$ cat src/rtl/mpe_pkg.sv
package mpe_pkg;
  localparam int BYTE_W  = 8;
  localparam int PKT_LEN = 5;
  localparam int MAG_LIM = 127;
  localparam int NUM_BTN = 3;
  localparam logic [BYTE_W-1:0] HDR_BASE = 8'h87;

  typedef enum logic [1:0] {
    BTN_L = 2'd0,
    BTN_M = 2'd1,
    BTN_R = 2'd2,
    BTN_X = 2'd3
  } btn_sel_e;
endpackage

$ cat src/rtl/mpe_axis_acc.sv
module mpe_axis_acc
  import mpe_pkg::*;
#(
  parameter int ACC_W   = 12,
  parameter int DELTA_W = 8,
  parameter bit INVERT  = 1'b0
) (
  input  logic                     clk,
  input  logic                     rst,
  input  logic                     add_en,
  input  logic signed [DELTA_W-1:0] delta,
  input  logic                     take_en,
  output logic [BYTE_W-1:0]        take,
  output logic                     nonzero
);
  localparam int SUM_W = ACC_W + 2;
  localparam logic signed [SUM_W-1:0] ACC_HI = SUM_W'((2 ** (ACC_W - 1)) - 1);
  localparam logic signed [SUM_W-1:0] ACC_LO = -ACC_HI - SUM_W'(1);
  localparam logic signed [SUM_W-1:0] LIM    = SUM_W'(MAG_LIM);

  logic signed [ACC_W-1:0] acc;
  logic signed [ACC_W-1:0] acc_n;
  logic signed [SUM_W-1:0] acc_x, add_x, take_x, sum;

  always_comb begin
    acc_x = {{2{acc[ACC_W-1]}}, acc};
    if (acc_x > LIM)       take_x = LIM;
    else if (acc_x < -LIM) take_x = -LIM;
    else                   take_x = acc_x;
    add_x = {{(SUM_W-DELTA_W){delta[DELTA_W-1]}}, delta};
    if (INVERT) add_x = -add_x;
    if (!add_en) add_x = '0;
    sum = acc_x - (take_en ? take_x : '0) + add_x;
    if (sum > ACC_HI)      acc_n = ACC_HI[ACC_W-1:0];
    else if (sum < ACC_LO) acc_n = ACC_LO[ACC_W-1:0];
    else                   acc_n = sum[ACC_W-1:0];
  end

  assign take    = take_x[BYTE_W-1:0];
  assign nonzero = |acc;

  always_ff @(posedge clk) begin
    if (rst)                  acc <= '0;
    else if (add_en || take_en) acc <= acc_n;
  end

  AST_ACC_HOLD: assert property (@(posedge clk) disable iff (rst)
    (!add_en && !take_en) |=> $stable(acc));
  AST_SAT_TOP: assert property (@(posedge clk) disable iff (rst)
    (!take_en && add_en && acc == ACC_HI[ACC_W-1:0] && add_x > 0) |=> (acc == ACC_HI[ACC_W-1:0]));
endmodule

$ cat src/rtl/mpe_btn_state.sv
module mpe_btn_state
  import mpe_pkg::*;
(
  input  logic               clk,
  input  logic               rst,
  input  logic               ev_valid,
  input  logic [1:0]         ev_sel,
  input  logic               ev_down,
  input  logic               clr_chg,
  output logic [NUM_BTN-1:0] mask,
  output logic               chg
);
  logic known;
  assign known = ev_valid && (ev_sel != 2'(BTN_X));

  always_ff @(posedge clk) begin
    if (rst) begin
      mask <= '0;
      chg  <= 1'b0;
    end else begin
      for (int b = 0; b < NUM_BTN; b++) begin
        if (known && ev_sel == 2'(NUM_BTN - 1 - b)) mask[b] <= ev_down;
      end
      if (known)        chg <= 1'b1;
      else if (clr_chg) chg <= 1'b0;
    end
  end

  AST_CHG_SET: assert property (@(posedge clk) disable iff (rst)
    known |=> chg);
  AST_CHG_CLR: assert property (@(posedge clk) disable iff (rst)
    (clr_chg && !known) |=> !chg);
  AST_SEL_NONE: assert property (@(posedge clk) disable iff (rst)
    (ev_valid && ev_sel == 2'(BTN_X)) |=> $stable(mask));
endmodule

$ cat src/rtl/mpe_packer.sv
module mpe_packer
  import mpe_pkg::*;
(
  input  logic               clk,
  input  logic               rst,
  input  logic               sync,
  input  logic               has_data,
  input  logic [NUM_BTN-1:0] mask,
  input  logic [BYTE_W-1:0]  x_take,
  input  logic [BYTE_W-1:0]  y_take,
  output logic               fire,
  output logic               wr_en,
  output logic [BYTE_W-1:0]  wr_data
);
  localparam int IDX_W = $clog2(PKT_LEN);

  logic              busy;
  logic [IDX_W-1:0]  idx;
  logic [BYTE_W-1:0] hdr_q, x_q, y_q;

  assign fire  = sync && !busy && has_data;
  assign wr_en = busy;

  always_comb begin
    case (idx)
      IDX_W'(0): wr_data = hdr_q;
      IDX_W'(1): wr_data = x_q;
      IDX_W'(2): wr_data = y_q;
      default:   wr_data = '0;
    endcase
  end

  always_ff @(posedge clk) begin
    if (rst) begin
      busy  <= 1'b0;
      idx   <= '0;
      hdr_q <= '0;
      x_q   <= '0;
      y_q   <= '0;
    end else if (fire) begin
      busy  <= 1'b1;
      idx   <= '0;
      hdr_q <= HDR_BASE ^ BYTE_W'(mask);
      x_q   <= x_take;
      y_q   <= y_take;
    end else if (busy) begin
      idx <= idx + IDX_W'(1);
      if (idx == IDX_W'(PKT_LEN - 1)) busy <= 1'b0;
    end
  end

  AST_QUIET_SYNC: assert property (@(posedge clk) disable iff (rst)
    (sync && !busy && !has_data) |=> !wr_en);
  AST_NO_M128: assert property (@(posedge clk) disable iff (rst)
    (wr_en && (idx == IDX_W'(1) || idx == IDX_W'(2))) |-> (wr_data != 8'h80));
  AST_HDR_FORM: assert property (@(posedge clk) disable iff (rst)
    (wr_en && idx == '0) |-> (wr_data[7:3] == 5'b10000));
  AST_BUSY_SPAN: assert property (@(posedge clk) disable iff (rst)
    busy |-> (idx < IDX_W'(PKT_LEN)));
endmodule

$ cat src/rtl/mpe_fifo.sv
module mpe_fifo #(
  parameter int DEPTH = 16,
  parameter int W     = 8
) (
  input  logic         clk,
  input  logic         rst,
  input  logic         wr_en,
  input  logic [W-1:0] wr_data,
  output logic         rd_valid,
  output logic [W-1:0] rd_data,
  input  logic         rd_ready
);
  localparam int AW    = (DEPTH > 1) ? $clog2(DEPTH) : 1;
  localparam int CNT_W = AW + 1;

  logic [W-1:0]     mem [DEPTH];
  logic [AW-1:0]    wptr, rptr;
  logic [CNT_W-1:0] count;
  logic             push, pop;

  assign rd_valid = (count != '0);
  assign push     = wr_en && (count != CNT_W'(DEPTH));
  assign pop      = rd_valid && rd_ready;
  assign rd_data  = mem[rptr];

  always_ff @(posedge clk) begin
    if (push) mem[wptr] <= wr_data;
  end

  always_ff @(posedge clk) begin
    if (rst) begin
      wptr  <= '0;
      rptr  <= '0;
      count <= '0;
    end else begin
      if (push) wptr <= (wptr == AW'(DEPTH - 1)) ? '0 : wptr + AW'(1);
      if (pop)  rptr <= (rptr == AW'(DEPTH - 1)) ? '0 : rptr + AW'(1);
      count <= count + CNT_W'(push) - CNT_W'(pop);
    end
  end

  AST_NO_OVERFLOW: assert property (@(posedge clk) disable iff (rst)
    (wr_en && count == CNT_W'(DEPTH) && !rd_ready) |=> (count == $past(count)));
  AST_NO_UNDERFLOW: assert property (@(posedge clk) disable iff (rst)
    !rd_valid |=> (count <= CNT_W'(1)));
endmodule

$ cat src/rtl/mouse_pkt_enc.sv
module mouse_pkt_enc
  import mpe_pkg::*;
#(
  parameter int DELTA_W    = 8,
  parameter int ACC_W      = 12,
  parameter int FIFO_DEPTH = 16
) (
  input  logic                      clk,
  input  logic                      rst,
  input  logic                      mot_valid,
  input  logic                      mot_axis,
  input  logic signed [DELTA_W-1:0] mot_delta,
  input  logic                      btn_valid,
  input  logic [1:0]                btn_sel,
  input  logic                      btn_down,
  input  logic                      sync,
  output logic                      out_valid,
  output logic [BYTE_W-1:0]         out_data,
  input  logic                      out_ready
);
  logic [1:0]         ax_nz;
  logic [BYTE_W-1:0]  ax_take [2];
  logic [NUM_BTN-1:0] mask;
  logic               chg, fire, wr_en;
  logic [BYTE_W-1:0]  wr_data;

  for (genvar a = 0; a < 2; a++) begin : g_axis
    mpe_axis_acc #(
      .ACC_W  (ACC_W),
      .DELTA_W(DELTA_W),
      .INVERT (a == 1)
    ) u_acc (
      .clk    (clk),
      .rst    (rst),
      .add_en (mot_valid && (mot_axis == 1'(a))),
      .delta  (mot_delta),
      .take_en(fire),
      .take   (ax_take[a]),
      .nonzero(ax_nz[a])
    );
  end

  mpe_btn_state u_btn (
    .clk     (clk),
    .rst     (rst),
    .ev_valid(btn_valid),
    .ev_sel  (btn_sel),
    .ev_down (btn_down),
    .clr_chg (fire),
    .mask    (mask),
    .chg     (chg)
  );

  mpe_packer u_pack (
    .clk     (clk),
    .rst     (rst),
    .sync    (sync),
    .has_data((|ax_nz) || chg),
    .mask    (mask),
    .x_take  (ax_take[0]),
    .y_take  (ax_take[1]),
    .fire    (fire),
    .wr_en   (wr_en),
    .wr_data (wr_data)
  );

  mpe_fifo #(
    .DEPTH(FIFO_DEPTH),
    .W    (BYTE_W)
  ) u_fifo (
    .clk     (clk),
    .rst     (rst),
    .wr_en   (wr_en),
    .wr_data (wr_data),
    .rd_valid(out_valid),
    .rd_data (out_data),
    .rd_ready(out_ready)
  );

  AST_RST_EMPTY: assert property (@(posedge clk)
    rst |=> !out_valid);
endmodule

$ cat config.mk
export PLATFORM = sky130hd
export DESIGN_NAME = mouse_pkt_enc
export DESIGN_NICKNAME = d
export VERILOG_FILES = /design/src/rtl/mpe_pkg.sv /design/src/rtl/mpe_axis_acc.sv /design/src/rtl/mpe_btn_state.sv /design/src/rtl/mpe_packer.sv /design/src/rtl/mpe_fifo.sv /design/src/rtl/mouse_pkt_enc.sv
export SDC_FILE = /design/constraint.sdc
export NUM_CORES = 1
export LEC_CHECK = 0
export BUFFER_PORTS_ARGS = -buffer_cell sky130_fd_sc_hd__buf_2
export CAP_MARGIN = 20
export CORE_AREA = 2 2 165 167
export DETAILED_ROUTE_END_ITERATION = 6
export DIE_AREA = 0 0 167 169
export PLACE_DENSITY_LB_ADDON = 0.3
export SLEW_MARGIN = 20
export SYNTH_ARGS = -nofsm -noshare
export SYNTH_HDL_FRONTEND = slang
export SYNTH_SLANG_ARGS = --single-unit
$ cat constraint.sdc
create_clock -name clk -period 13 [get_ports clk]
set_input_delay 1.3 -clock clk [delete_from_list [all_inputs] [get_ports clk]]
set_output_delay 1.3 -clock clk [all_outputs]
set_load 0.01 [all_outputs]
==> summary.md, run 1 <==
| Metric | Value |
|---|---|
| Critical Path AT | `6730 ps` |
| Setup violation total in the final timing report | `0` |
| Chip width | `between 150 and 200 um` |
| Post-cts gate resize count | `0` |
| Min-Delay Path Class | `reg2reg` |
| Final Hold Violating Endpoints | `0` |
| Max-capacitance violation count | `0` |
| Worst skew pair latency | `between 400 and 500 ps` |
| ANT cells | `0` |
| Port Buffer Count | `26` |
| Worst-path maximum fanout | `27` |
| Layout area overhead | `10.1%` |
| Maximum vdd drop | `between 0.2 and 0.25 mV` |
| Combinational share of power | `between 50 and 60%` |
| Flop pwr share | `between 20% and 30%` |
| Worst R2R Start | `g_axis[1].u_acc.acc[7]$_SDFFE_PP0P_` |
| Least-Margin Pin Slew | `1100 ps` |
| Post-synth top area cell | `edfxtp_1` |
| Num CTS Buffers | `17` |
| Crit path time final | `between 6000 and 7000 ps` |
| Die area | `between 20,000 and 30,000 um^2` |
| Wire length per cell | `between 15 and 20 um` |
| Router iterations before antenna repair | `7` |
| Worst Setup Start Kind | `register` |
| Sw frac | `42.2%` |
| H-tree depth | `4` |
| Ys Warns | `0` |
| Worst-case headroom to the max-slew limit | `roughly a quarter` |
| Share of layout cells above drive strength 1 | `about 14%` |
| First-pass GRT wire length | `between 30 and 40 mm` |
| Num Clock Sinks | `about 200` |
| Antenna viol nets, final | `0` |
| Worst Reg-to-Reg Cells | `16` |
| # IOs | `27` |
| Sw Pwr | `around 1100 uW` |
| Fraction of the cycle the final worst path needs | `49.2%` |
| Clk pwr share | `a little under a fifth` |
| Row count | `60` |
| Final instance area | `around 11,000 um^2` |
| Slew Viols, Final | `0` |
| Int Power | `1570 uW` |
| Vias | `approximately 6,500` |
| Post-CTS Setup Bufs | `0` |
| CP Data Required Time | `13,330 ps` |
| FMAX | `0.156 GHz` |
| Nets@finish | `slightly below 1,000` |
| Routability cong. | `between 0.8 and 0.9` |
| Post-DP HPWL | `around 16 mm` |
| Number of synthesized register bits | `slightly below 200` |
| Sequential area share after synthesis | `about half` |
| Height of the die | `between 150 and 200 um` |
| Antenna violations before repair | `0` |
| Vias per std cell | `approximately 5.2` |
| Asr flop ratio synth | `0%` |
| Crit end category | `register` |
| GRT Total Usage | `~16%` |
| CP max-delay cell | `xnor2_1` |
| Critical path's largest stage delay | `820 ps` |
| Max Root-Sink Buffers | `2` |
| Synth Area per Inst | `about 12 um^2` |
| Net Count, Synth | `971` |
| Main synth FF type | `edfxtp_1` |
| Vias in the first global route | `between 6,000 and 7,000` |
| Yosys cell types | `between 60 and 70` |
| Flop-to-flop setup slack | `~6600 ps` |
| Critical path launch point | `g_axis[1].u_acc.acc[7]$_SDFFE_PP0P_` |
| Final Util | `between 40% and 50%` |
| Largest net degree at the start of global routing | `between 60 and 70` |
| Total power | `roughly 2700 uW` |
| Hold_buf cts | `0` |
| Setup TNS | `0 ps` |
| Starting Density | `39.2%` |
| DRC errors left | `0` |
| RSZ-0062 raised after global routing | `no` |
| Cell Pwr Density | `roughly 240 nW/um^2` |
| Critical path, cell by cell | `nor4_1 > nand3_1 > o31ai_4 > buf_4 > nor2_1 > fa_1 > inv_1 > ha_1 > a21oi_2 > a21oi_1 > o2111ai_1 > o21ai_0 > a31o_2 > xnor2_1 > a41oi_2 > a221oi_1` |
| GRT overflow | `0` |
| CTS tree | `done` |
| Synth Cell Area | `roughly 10,000 um^2` |
| Root Buffer | `clkbuf_16` |
| Clock Skew | `between 15 and 20 ps` |
| Crit path capture | `g_axis[1].u_acc.acc[10]$_SDFFE_PP0P_` |
| Yosys top cell area share | `between 30% and 40%` |
| Area of the core | `26,500 um^2` |
| Status | `completed` |
| Number of enable flip-flop cells after synthesis | `~130` |
| Synth area leaders | `edfxtp_1, dfxtp_1, mux4_2` |
| Dpl cell area | `roughly 11,000 um^2` |
| R2r endpoint | `g_axis[1].u_acc.acc[10]$_SDFFE_PP0P_` |
| P_leak | `between 0.004 and 0.005 uW` |
| Clock-pin slew on the worst setup and hold paths | `~80 ps` |
| DRT iter0 DRCs | `about 530` |
| Routed WL | `22.3 mm` |
| Kind of critical path | `reg2reg` |
| Syn Inst Count | `roughly 900` |
==> placed cells by master (no fill, tap or decap), types with 20 or more instances in the layout <==
cell type,instances
a21oi_1,51
buf_2,26
dfxtp_1,68
edfxtp_1,128
fa_1,26
ha_1,46
inv_1,94
mux4_2,40
nand2_1,46
nor2_1,84
nor3_1,20
o21ai_0,34
==> registers in the layout (all words and copies together) (netlist names), named ones only <==
signal,flops
u_pack.wr_en,1
g_axis.u_acc.acc,24
u_btn.mask,3
u_pack.y_q,8
u_fifo.wptr,4
u_fifo.rptr,4
u_fifo.mem,128
u_fifo.count,5
u_pack.hdr_q,4
u_btn.chg,1
u_pack.x_q,8
u_pack.idx,3
==> metal layers <==
| metal | track usage, % | part of all wire (%) |
|---|---|---|
| met1 | 23.0 | 48 |
| met2 | 26.8 | 48 |
| met3 | 2.45 | 2.9 |
| met4 | 4.61 | 1.3 |
| met5 | 0 | 0 |
==> Yosys cell counts (all sizes together) (3+ instances only) <==
library cell,instances
nand2,46
a22o,4
a21o,15
edfxtp,128
nand4,8
nand2b,9
fa,26
ha,46
and2,7
nor2b,9
xor2,10
nor4,6
o21ai,36
o211ai,5
a221oi,19
a211oi,13
and3,3
clkbuf,28
mux4,40
a2111oi,3
nor2,84
xnor2,19
a21oi,52
nand3,9
a31oi,7
inv,94
nand3b,3
or3,6
buf,11
nor3,23
o2111ai,3
dfxtp,69
a22oi,5
mux2i,6
o21a,4
==> per-stage QoR <==
step           setup WS [ps]  hold slack, ps  instances
4_1_cts                 6690             441       1247
3_5_place_dp            6690             431       1215
2_1_floorplan           8080             413        881
3_3_place_gp            6870             428       1215
6_report                6600             438       1247
5_1_grt                 6160             459       1247
==> cells by family (layout without fill, tap and decap cells) <==
group	Yosys count	after routing	synth area share, %
XOR/XNOR	29	29	2.44
multiplexers	46	46	9.24
AND/OR/NAND/NOR	221	221	10.2
buffers and inverters	135	160	4.95
adder cells (fa/ha/maj)	72	72	10.5
flip-flops	197	197	50.3
AO/OA/AOI/OAI	181	181	12.4
==> power groups by stage <==
stage | clock [uW] | combinational, uW | sequential (uW)
2_1_floorplan | 0 | 1140 | 778
3_3_place_gp | 0 | 1410 | 792
3_5_place_dp | 0 | 1410 | 793
4_1_cts | 523 | 1420 | 779
5_1_grt | 549 | 1600 | 788
6_report | 515 | 1420 | 779
==> layout make-up <==
cell class	instances	area, um^2
clock buffers	18	429
clock inverters	14	151
fillers	2470	15100
inverters	96	360
multi-input cells	549	4680
flip-flops and latches	197	5230
well taps	341	427
repair buffers	32	175
==> worst max-delay path, delay by kind of cell, from the launching register on <==
family,cells,cell delay (ps)
and+or+nand+nor,3,930
AOI/OAI and AO/OA,8,2890
xor gates and xnor gates,1,820
DFF,1,310
buffers and inverters,2,450
adders and majority gates,2,860
==> how the worst min path moves through the flow <==
| stage | start | to | slack [ps] | cells after the start |
|---|---|---|---|---|
| final | u_btn.mask[1]$_SDFFE_PP0P_ | u_pack.hdr_q[1]$_SDFFE_PP0P_ | 440 | 1 |
| after global placement | u_btn.mask[1]$_SDFFE_PP0P_ | u_pack.hdr_q[1]$_SDFFE_PP0P_ | 430 | 1 |
| after global routing | u_btn.mask[1]$_SDFFE_PP0P_ | u_pack.hdr_q[1]$_SDFFE_PP0P_ | 460 | 1 |
| after floorplan | u_btn.mask[0]$_SDFFE_PP0P_ | u_pack.hdr_q[0]$_SDFFE_PP0P_ | 410 | 1 |
| after CTS | u_btn.mask[1]$_SDFFE_PP0P_ | u_pack.hdr_q[1]$_SDFFE_PP0P_ | 440 | 1 |
| after detailed placement | u_btn.mask[1]$_SDFFE_PP0P_ | u_pack.hdr_q[1]$_SDFFE_PP0P_ | 430 | 1 |
(Power assumes the default switching activity.)
==> run 2, diff against run 1 <==
==> constraint.sdc (replaced) <==
create_clock -name clk -period 5.5 [get_ports clk]
set_input_delay 0.55 -clock clk [delete_from_list [all_inputs] [get_ports clk]]
set_output_delay 0.55 -clock clk [all_outputs]
set_load 0.01 [all_outputs]
==> run 2 against run 1 <==
Critical endpoint is now g_axis[1].u_acc.acc[3]$_SDFFE_PP0P_. Count of clock-buffer cells in the layout shrank 1. Die area is the same. Routed wire length grew 1.3%. Sequential power grew 140%. Sequential cell count is the same. Final area grew 0.78%. Fmax grew 27%. Final cell count grew 0.56%. Largest power group unchanged. Worst hold slack lost 33 ps. Largest cell class unchanged. Combinational power grew 140%.
==> summary.md, run 2 (same netlist as run 1, synthesis figures left out) <==
| Metric | Value |
|---|---|
| Status | `completed (unchanged)` |
| Critical path launch point | `g_axis[0].u_acc.acc[7]$_SDFFE_PP0P_ (was g_axis[1].u_acc.acc[7]$_SDFFE_PP0P_)` |
| Antenna viol nets, final | `0 (unchanged)` |
| Max-capacitance violation count | `0 (unchanged)` |
| Slew Viols, Final | `0 (unchanged)` |
| Filler cells | `2,429 (was 2,470)` |
| Vias in the first global route | `6,700 (was 6,551)` |
| GRT overflow | `0 (unchanged)` |
| Max Root-Sink Buffers | `2 (unchanged)` |
| R2r endpoint | `g_axis[1].u_acc.acc[3]$_SDFFE_PP0P_ (was g_axis[1].u_acc.acc[10]$_SDFFE_PP0P_)` |
| CTS tree | `done (unchanged)` |
| Worst slack, placed | `471 ps (was 6690 ps)` |
| Hold EP | `u_btn.chg$_SDFFE_PP0P_ (was u_pack.hdr_q[1]$_SDFFE_PP0P_)` |
| Fraction of the cycle the final worst path needs | `91.6% (was 49.2%)` |
| Maximum vdd drop | `0.368 mV (was 0.221 mV)` |
| Critical Path AT | `5300 ps (was 6730 ps)` |
| Router iterations before antenna repair | `7 (unchanged)` |
| Area of the core | `26,500 um^2 (unchanged)` |
| Chip width | `167 um (unchanged)` |
| CP max-delay cell | `a41oi_2 (was xnor2_1)` |
| Post-cts gate resize count | `0 (unchanged)` |
| Share of layout cells above drive strength 1 | `14.2% (was 13.8%)` |
| Vias per std cell | `5.32 (was 5.23)` |
| Die area | `28,200 um^2 (unchanged)` |
| Critical path's largest stage delay | `530 ps (was 820 ps)` |
| Final Hold Violating Endpoints | `0 (unchanged)` |
| Antenna violations before repair | `0 (unchanged)` |
| Vias | `6,673 (was 6,522)` |
| Worst skew pair latency | `440 ps (about the same)` |
| CP Data Required Time | `5770 ps (was 13,330 ps)` |
| Biggest regs | `u_fifo.mem (128), g_axis.u_acc.acc (24) (unchanged)` |
| Setup TNS | `0 ps (unchanged)` |
| Port Buffer Count | `26 (unchanged)` |
| FMAX | `0.199 GHz (was 0.156 GHz)` |
| First-pass GRT wire length | `37.0 mm (was 36.1 mm)` |
| # IOs | `27 (unchanged)` |
| Post-DP HPWL | `16.3 mm (was 15.6 mm)` |
| Final setup margin | `463 ps (was 6600 ps)` |
| Layout area overhead | `11.0% (was 10.1%)` |
| Most common cell after layout, fill and taps aside | `edfxtp_1 (unchanged)` |
| Critical path, cell by cell | `nor4_1 > nand3_1 > o31ai_4 > buf_4 > nor2_1 > ha_1 > inv_1 > ha_1 > inv_1 > fa_1 > nor2b_1 > o2111ai_1 > and3_1 > o21ai_1 > and2_1 > o2111ai_1 > a41oi_2 > a221oi_1 (was nor4_1 > nand3_1 > o31ai_4 > buf_4 > nor2_1 > fa_1 > inv_1 > ha_1 > a21oi_2 > a21oi_1 > o2111ai_1 > o21ai_0 > a31o_2 > xnor2_1 > a41oi_2 > a221oi_1)` |
| Worst R2R Start | `g_axis[0].u_acc.acc[7]$_SDFFE_PP0P_ (was g_axis[1].u_acc.acc[7]$_SDFFE_PP0P_)` |
| Hold_buf cts | `0 (unchanged)` |
| Number of flip-flops under the largest register name | `128 (unchanged)` |
| Wire length per cell | `18.0 um (was 17.9 um)` |
| Clock-pin slew on the worst setup and hold paths | `90 ps (was 80 ps)` |
| Worst-case headroom to the max-slew limit | `39.5% (was 26.3%)` |
| Starting Density | `39.2% (unchanged)` |
| Clock Skew | `20.1 ps (was 16.3 ps)` |
| Root Buffer | `clkbuf_16 (unchanged)` |
| Post-CTS Setup Bufs | `0 (unchanged)` |
| Hold_sp | `btn_valid (was u_btn.mask[1]$_SDFFE_PP0P_)` |
| DRT iter0 DRCs | `587 (was 526)` |
| Worst Hold Depth | `3 (was 1)` |
| Reg area | `5230 um^2 (unchanged)` |
| Nets@finish | `990 (was 983)` |
| Setup violation total in the final timing report | `0 (unchanged)` |
| Largest net degree at the start of global routing | `66 (unchanged)` |
| H-tree depth | `4 (unchanged)` |
| Row count | `60 (unchanged)` |
| Routability cong. | `0.844 (was 0.819)` |
| Worst Setup Start Kind | `register (unchanged)` |
| Min-Delay Path Class | `in2reg (was reg2reg)` |
| Cell Pwr Density | `572 nW/um^2 (was 237 nW/um^2)` |
| Kind of critical path | `reg2reg (unchanged)` |
| Flop-to-flop setup slack | `460 ps (was 6600 ps)` |
| Worst-path maximum fanout | `20 (was 27)` |
| Most frequent cells in the layout | `edfxtp_1, inv_1, nor2_1, dfxtp_1, a21oi_1 (unchanged)` |
| Routed WL | `22.6 mm (was 22.3 mm)` |
| DRC errors left | `0 (unchanged)` |
| Worst Reg-to-Reg Cells | `18 (was 16)` |
| Height of the die | `169 um (unchanged)` |
| P_leak | `0.00427 uW (was 0.00422 uW)` |
| Area taken by multi-input logic gates | `4660 um^2 (was 4680 um^2)` |
| RSZ-0062 raised after global routing | `no (unchanged)` |
| Crit path time final | `5040 ps (was 6400 ps)` |
| Crit end category | `register (unchanged)` |
| Num Clock Sinks | `197 (unchanged)` |
| Least-Margin Pin Slew | `904 ps (was 1100 ps)` |
| ANT cells | `0 (unchanged)` |
| Num CTS Buffers | `17 (unchanged)` |
| Reg with most FFs | `u_fifo.mem (unchanged)` |
| GRT Total Usage | `16.7% (was 16.4%)` |
run 2: worst max-delay path, delay by kind of cell (launching register included):
family,cells,cell delay [ps]
compound gates,6,1720
buf+inv,3,440
simple gates,6,1510
fa+ha+maj,3,850
flops,1,320
run 2: worst max-delay path by stage:
stage                                                      to  slack, ps  cells after the start
after CTS                 g_axis[0].u_acc.acc[1]$_SDFFE_PP0P_        430                     16
after floorplan           g_axis[1].u_acc.acc[2]$_SDFFE_PP0P_       1010                     18
after global routing      g_axis[1].u_acc.acc[4]$_SDFFE_PP0P_          1                     18
final                     g_axis[1].u_acc.acc[3]$_SDFFE_PP0P_        460                     18
after detailed placement  g_axis[0].u_acc.acc[4]$_SDFFE_PP0P_        470                     16
after global placement    g_axis[0].u_acc.acc[4]$_SDFFE_PP0P_        500                     16
run 2: layout make-up:
class,instances,share of cell area (%)
clock buffer,17,3.69
clock inverter,15,1.80
inverter,96,3.12
multi-input combinational,549,40.4
sequential,197,45.3
tap,341,3.70
timing repair buffer,39,1.97
run 2: power by group:
group / internal [uW] / switching, uW / leakage (uW)
registers: 1730 / 113 / 0.00174
clock network: 673 / 633 / 0.000308
logic: 1420 / 2030 / 0.00222
total: 3820 / 2770 / 0.00427
run 2: per-layer routing:
layer,vias up,wire length (um),GRT usage (%)
met5,-,0,0
met4,0,423,4.99
met3,24,636,2.85
met2,107,10600,26.9
met1,3303,10900,23.4
li1,3239,-,-
run 2: metrics by stage:
stage	utilization (%)	hold WS, ps	instance area, um^2	power [uW]	std cells
3_5_place_dp	41.2	439	10900	5280	1222
5_1_grt	43.5	414	11500	7150	1254
6_report	43.5	405	11500	6590	1254
3_3_place_gp	41.2	432	10900	5280	1222
2_1_floorplan	-	413	10400	4520	881
4_1_cts	43.5	385	11500	6600	1254
